`config.mk`:
```
export PLATFORM = sky130hd
export DESIGN_NAME = imul_unit
export DESIGN_NICKNAME = d
export VERILOG_FILES = /design/src/rtl/imul_pkg.sv /design/src/rtl/imul_operand.sv /design/src/rtl/imul_ctrl.sv /design/src/rtl/imul_datapath.sv /design/src/rtl/imul_result.sv /design/src/rtl/imul_unit.sv
export SDC_FILE = /design/constraint.sdc
export NUM_CORES = 1
export LEC_CHECK = 0
export BUFFER_PORTS_ARGS = -buffer_cell sky130_fd_sc_hd__buf_2
export CORE_MARGIN = 2
export CORE_UTILIZATION = 30
export CTS_CLUSTER_DIAMETER = 60
export CTS_CLUSTER_SIZE = 20
export DETAILED_ROUTE_END_ITERATION = 8
export PLACE_DENSITY = 0.48
export SLEW_MARGIN = 20
export SYNTH_ARGS = -nofsm -noshare
export SYNTH_HDL_FRONTEND = slang
export SYNTH_SLANG_ARGS = --single-unit
```
`constraint.sdc`:
```
create_clock -name clk_i -period 3.33 [get_ports clk_i]
set_input_delay 0.333 -clock clk_i [delete_from_list [all_inputs] [get_ports clk_i]]
set_output_delay 0.333 -clock clk_i [all_outputs]
set_load 0.02 [all_outputs]
```
`src/rtl/imul_pkg.sv`:
```
package imul_pkg;
  typedef enum logic [2:0] {
    OP_LO    = 3'b000,
    OP_HI_SS = 3'b001,
    OP_HI_SU = 3'b010,
    OP_HI_UU = 3'b011
  } imul_op_e;

  typedef enum logic [1:0] {
    ST_IDLE = 2'd0,
    ST_RUN  = 2'd1,
    ST_SEL  = 2'd2
  } imul_state_e;
endpackage

```
`src/rtl/imul_operand.sv`:
```
// Widen one operand by a fill bit so a single signed engine serves all modes.
module imul_operand #(
  parameter int W  = 64,
  parameter int HW = 32
) (
  input  logic [W-1:0] val_i,
  input  logic         signed_i,
  input  logic         word_i,
  output logic [W:0]   ext_o
);
  always_comb begin
    if (word_i) ext_o = {{(W-HW+1){val_i[HW-1]}}, val_i[HW-1:0]};
    else        ext_o = {signed_i & val_i[W-1], val_i};
  end
endmodule

```
`src/rtl/imul_ctrl.sv`:
```
module imul_ctrl
  import imul_pkg::*;
#(
  parameter int W  = 64,
  parameter int HW = 32
) (
  input  logic clk_i,
  input  logic rst_ni,
  input  logic start_i,
  input  logic word_i,
  output logic load_o,
  output logic step_o,
  output logic fin_o,
  output logic busy_o,
  output logic done_o
);
  localparam int CW = $clog2(W);

  imul_state_e   st_q;
  logic [CW-1:0] cnt_q, last_q;
  logic          done_q;

  assign load_o = (st_q == ST_IDLE) && start_i;
  assign step_o = (st_q == ST_RUN);
  assign fin_o  = (st_q == ST_SEL);
  assign busy_o = (st_q != ST_IDLE);
  assign done_o = done_q;

  always_ff @(posedge clk_i or negedge rst_ni) begin
    if (!rst_ni) begin
      st_q   <= ST_IDLE;
      cnt_q  <= '0;
      last_q <= '0;
      done_q <= 1'b0;
    end else begin
      done_q <= fin_o;
      unique case (st_q)
        ST_IDLE: if (start_i) begin
          st_q   <= ST_RUN;
          cnt_q  <= '0;
          last_q <= word_i ? CW'(HW-1) : CW'(W-1);
        end
        ST_RUN: begin
          cnt_q <= cnt_q + 1'b1;
          if (cnt_q == last_q) st_q <= ST_SEL;
        end
        ST_SEL:  st_q <= ST_IDLE;
        default: st_q <= ST_IDLE;
      endcase
    end
  end
endmodule

```
`src/rtl/imul_datapath.sv`:
```
// Radix-2 shift-add on (W+1)-bit signed operands. The sign weight of the
// multiplier is preloaded as a negative term so every step is a plain add.
module imul_datapath #(
  parameter int W  = 64,
  parameter int HW = 32
) (
  input  logic           clk_i,
  input  logic           rst_ni,
  input  logic           load_i,
  input  logic           step_i,
  input  logic           word_i,
  input  logic [W:0]     x_i,
  input  logic [W:0]     y_i,
  output logic [2*W-1:0] prod_o
);
  localparam int AW = 2*W + 2;

  logic [AW-1:0] acc_q, mcand_q, x_sx;
  logic [W-1:0]  mplier_q;

  assign x_sx   = {{(AW-W-1){x_i[W]}}, x_i};
  assign prod_o = acc_q[2*W-1:0];

  always_ff @(posedge clk_i or negedge rst_ni) begin
    if (!rst_ni) begin
      acc_q    <= '0;
      mcand_q  <= '0;
      mplier_q <= '0;
    end else if (load_i) begin
      mcand_q  <= x_sx;
      mplier_q <= y_i[W-1:0];
      if (y_i[W]) acc_q <= '0 - (word_i ? (x_sx << HW) : (x_sx << W));
      else        acc_q <= '0;
    end else if (step_i) begin
      if (mplier_q[0]) acc_q <= acc_q + mcand_q;
      mcand_q  <= mcand_q << 1;
      mplier_q <= mplier_q >> 1;
    end
  end
endmodule

```
`src/rtl/imul_result.sv`:
```
module imul_result
  import imul_pkg::*;
#(
  parameter int W  = 64,
  parameter int HW = 32
) (
  input  logic           clk_i,
  input  logic           rst_ni,
  input  logic           load_i,
  input  logic           fin_i,
  input  logic [2:0]     op_i,
  input  logic           word_i,
  input  logic [2*W-1:0] prod_i,
  output logic [W-1:0]   res_o
);
  logic hi_q, word_q;

  always_ff @(posedge clk_i or negedge rst_ni) begin
    if (!rst_ni) begin
      hi_q   <= 1'b0;
      word_q <= 1'b0;
      res_o  <= '0;
    end else begin
      if (load_i) begin
        hi_q   <= (op_i == OP_HI_SS) || (op_i == OP_HI_SU) || (op_i == OP_HI_UU);
        word_q <= word_i;
      end
      if (fin_i) begin
        if (word_q)    res_o <= {{(W-HW){prod_i[HW-1]}}, prod_i[HW-1:0]};
        else if (hi_q) res_o <= prod_i[2*W-1:W];
        else           res_o <= prod_i[W-1:0];
      end
    end
  end
endmodule

```
`src/rtl/imul_unit.sv`:
```
module imul_unit
  import imul_pkg::*;
#(
  parameter int W  = 64,
  parameter int HW = 32
) (
  input  logic         clk_i,
  input  logic         rst_ni,
  input  logic         start_i,
  input  logic [2:0]   op_i,
  input  logic         word_i,
  input  logic [W-1:0] a_i,
  input  logic [W-1:0] b_i,
  output logic         busy_o,
  output logic         done_o,
  output logic [W-1:0] result_o
);
  logic           a_signed, b_signed;
  logic [W:0]     a_ext, b_ext;
  logic           load, step, fin;
  logic [2*W-1:0] prod;

  // low-half and reserved codes use zero fill; the low half is identical
  assign a_signed = (op_i == OP_HI_SS) || (op_i == OP_HI_SU);
  assign b_signed = (op_i == OP_HI_SS);

  imul_operand #(.W(W), .HW(HW)) opa_i (
    .val_i(a_i), .signed_i(a_signed), .word_i(word_i), .ext_o(a_ext));

  imul_operand #(.W(W), .HW(HW)) opb_i (
    .val_i(b_i), .signed_i(b_signed), .word_i(word_i), .ext_o(b_ext));

  imul_ctrl #(.W(W), .HW(HW)) ctrl_i (
    .clk_i(clk_i), .rst_ni(rst_ni), .start_i(start_i), .word_i(word_i),
    .load_o(load), .step_o(step), .fin_o(fin), .busy_o(busy_o), .done_o(done_o));

  imul_datapath #(.W(W), .HW(HW)) dp_i (
    .clk_i(clk_i), .rst_ni(rst_ni), .load_i(load), .step_i(step),
    .word_i(word_i), .x_i(a_ext), .y_i(b_ext), .prod_o(prod));

  imul_result #(.W(W), .HW(HW)) res_i (
    .clk_i(clk_i), .rst_ni(rst_ni), .load_i(load), .fin_i(fin),
    .op_i(op_i), .word_i(word_i), .prod_i(prod), .res_o(result_o));
endmodule

```
==> impl_metrics.ini <==
[grt]
grtUsageTotal_pct = 26.4
grt_pass1_wl_mm = 190
grt_start_max_net_pins = 134
antenna_found_initial = 5
grt_overflow = 0
grt_pass1_vias = 29200

[die]
dieHeight_microns = 308
pin_count = 201
rows = 111
start_util_pct = 30.3
coreArea_sq_um = 91800
dieWidth_microns = 308
dieArea_sq_um = 95100

[critical_path]
timing_worst_setup_path_type = flip-flop to flip-flop
r2r_slack_ns = -0.46
worstSetupStartpoint = dp_i.mcand_q[49]$_DFFE_PN0P_
rr_worst_depth = 16
rr_endpoint = dp_i.acc_q[113]$_DFFE_PN0P_
start_kind = flip-flop
crit_end = dp_i.acc_q[113]$_DFFE_PN0P_
path_max_fanout = 2
cpMaxStageDelayCell = dfrtp_1
worstPathRequired_ns = 3.85
critPathArrivalTime_ns = 4.31
slowest_delay_ns = 0.42
reg2reg_from = dp_i.mcand_q[49]$_DFFE_PN0P_
path_cells = ha_4, nand4_1, nor4_4, nand4_1, buf_4, o221ai_4, nor4_4, a2111oi_2, buf_4, nor3b_4, o211a_4, o41ai_4, buf_4, a21oi_2, xor2_1, a21oi_1
cp_common_cell = buf_4
cp-end-kind = flip-flop

[pwr]
total_power_uw = 49400
leakagePower_uw = 0.0184
p_per_area_nw_per_um2 = 1210
ir_drop_v = 0.000530

[final_layout]
final_common_cell = buf_4
final_nets = 4587
area_growth_pct = 47.4
final_cell_mix = buf_4, nand2_1, dfrtp_1, o21ai_0, a21oi_1
drive_gt1_share_pct = 34.5
postLayoutCoreUtil_pct = 44.6
stdcell_count = 5616

[clocking]
clkSinkCount = 397
clockBufferDepth = 3
h-tree-depth = 2
root_buffer = clkbuf_16
clk_latency_ns = 0.68
cts_buffers = 58
cts.clk_slew.worst_paths_ns = 0.07
tritoncts = yes

[run_status]
violations = setup timing
outcome = complete, but fails checks

[sta]
rsz0062_at_grt = yes
finClkSkew_ns = 0.0437
report.final.setup_viol = 55
hold_viol_final = 0
tightestPinTransition_ns = 1.02
drv_slew = 0
slew_headroom_pct = 31.9
min_period_ns = 3.79
finalCritPeriodShare_pct = 114
setup_slack_ns = -0.463
fmax_mhz = 264

[placement]
dp_slack_ns = -0.892
dp.cells = 5387
dp_hpwl_mm = 98.5
portBuffers = 200
gp_congestion = 0.965

[job]
timing.max_cap.violations = 0

[synthesis]
ys_seq_area_share_pct = 35.7
ys_warn_count = 0
yosysTopAreaCellShare_pct = 35.7
synth_area_leaders = dfrtp_1, nand2_1, o21ai_0, a21oi_1, ha_1
synth_top_cell_by_area = dfrtp_1
ys_ff_latch = 397
synth-main-ff-cell = dfrtp_1
synth_edf_count = 0
synthCells = 3441
netlist_area_sq_um = 27800
synth_nets = 3706
async_reset_ff_share_pct = 100
synth.distinct_cells = 84
synth.avg_cell_area_sq_um = 8.08

[drt]
vias = 30200
first_pass_iters = 8
avgViaCountPerCell = 5.38
first_iter_violations = 2620
drc_errors = 0
routedWlPerCell_microns = 22.9
antenna_left = 0
routed_wl_mm = 129

[worst_hold_path]
min_path_type = primary input to flip-flop
[cell families after synthesis]
group | Yosys count | synth area share (%)
buffers and inverters | 310 | 4.23
AO/OA/AOI/OAI | 1193 | 26.9
AND/OR/NAND/NOR | 1145 | 18.4
XOR/XNOR | 200 | 6.30
adder cells (fa/ha/maj) | 130 | 5.88
flip-flops | 397 | 35.7
multiplexers | 66 | 2.52
[synthesized netlist by cell type, types with 25 or more instances]
cell type / number
a21o_1: 76
a21oi_1: 323
a221o_1: 62
a22oi_1: 117
a31oi_1: 83
buf_1: 27
clkbuf_1: 236
dfrtp_1: 397
ha_1: 129
inv_1: 43
mux2_2: 33
mux2i_1: 33
nand2_1: 605
nand2b_1: 26
nand3_1: 47
nand4_1: 72
nor2_1: 208
nor3_1: 51
nor4_1: 25
o21ai_0: 338
o21bai_1: 33
xnor2_1: 106
xor2_1: 94
[per-stage QoR]
step	setup TNS (ns)	instance area (sq um)	hold WS [ns]
6_report	-9.75	41000	0.0442
3_3_place_gp	-31.27	35600	0.403
2_1_floorplan	-0.524	28100	0.0374
3_5_place_dp	-34.08	35600	0.402
5_1_grt	-16.77	41000	0.0468
4_1_cts	-10.47	39500	0.00472
[critical path, delay by kind of cell (launching register included)]
| kind | cells | cell delay [ns] |
|---|---|---|
| adder cells (fa/ha/maj) | 1 | 0.30 |
| flip-flops | 1 | 0.42 |
| AND/OR/NAND/NOR | 5 | 0.91 |
| buffers and inverters | 3 | 0.55 |
| AO/OA/AOI/OAI | 6 | 1.29 |
| XOR/XNOR | 1 | 0.16 |
[area by class of cell]
class,instances,area (sq um)
clock inverters,44,564
clock buffers,65,1540
flip-flops and latches,397,9940
multi-input cells,2734,19000
repair buffers,1088,8180
well taps,1243,1560
inverters,43,165
diodes,2,5.00
fillers,9118,50800
[metal layers]
layer / wire, microns / up-vias / track usage, %
met5: 13 / - / 0
met4: 4850 / 2 / 9.33
met3: 7020 / 197 / 2.83
met2: 57300 / 978 / 41.3
met1: 59300 / 14800 / 37.7
li1: - / 14300 / -
[report_power, final]
group	switching [uW]	internal, uW	leakage [uW]
clock network	2900	3880	0.00101
registers	2110	7120	0.00474
logic	17800	15600	0.0126
[worst min path at each step]
stage                 start  cells past startpoint  slack (ns)                             to
detailed placement   rst_ni                      1        0.40  dp_i.mplier_q[44]$_DFFE_PN0P_
finish              b_i[58]                      5        0.04  dp_i.mplier_q[58]$_DFFE_PN0P_
CTS                  a_i[5]                      4       0.005    dp_i.mcand_q[5]$_DFFE_PN0P_
global route        b_i[58]                      5        0.05  dp_i.mplier_q[58]$_DFFE_PN0P_
floorplan            rst_ni                      0        0.04    ctrl_i.cnt_q[0]$_DFFE_PN0P_
global placement     rst_ni                      1        0.40  dp_i.mplier_q[43]$_DFFE_PN0P_
[sequential cells by signal, summed over array words and instances, names as in the netlist, 2 cells and up]
| signal | flops |
|---|---|
| dp_i.mcand_q | 128 |
| res_i.res_o | 64 |
| ctrl_i.st_q | 2 |
| dp_i.mplier_q | 64 |
| ctrl_i.last_q | 2 |
| dp_i.acc_q | 128 |
| ctrl_i.cnt_q | 6 |
[what timing repair did]
item | in CTS | in global routing
resized for setup | 238 | 221
endpoints found under the hold margin | 103 | 0
hold buffers | 35 | 0
endpoints found under the setup margin | 85 | 83
pin swaps | 102 | 138
buffers inserted | 47 | 55
Power figures use the tool's default switching activity.
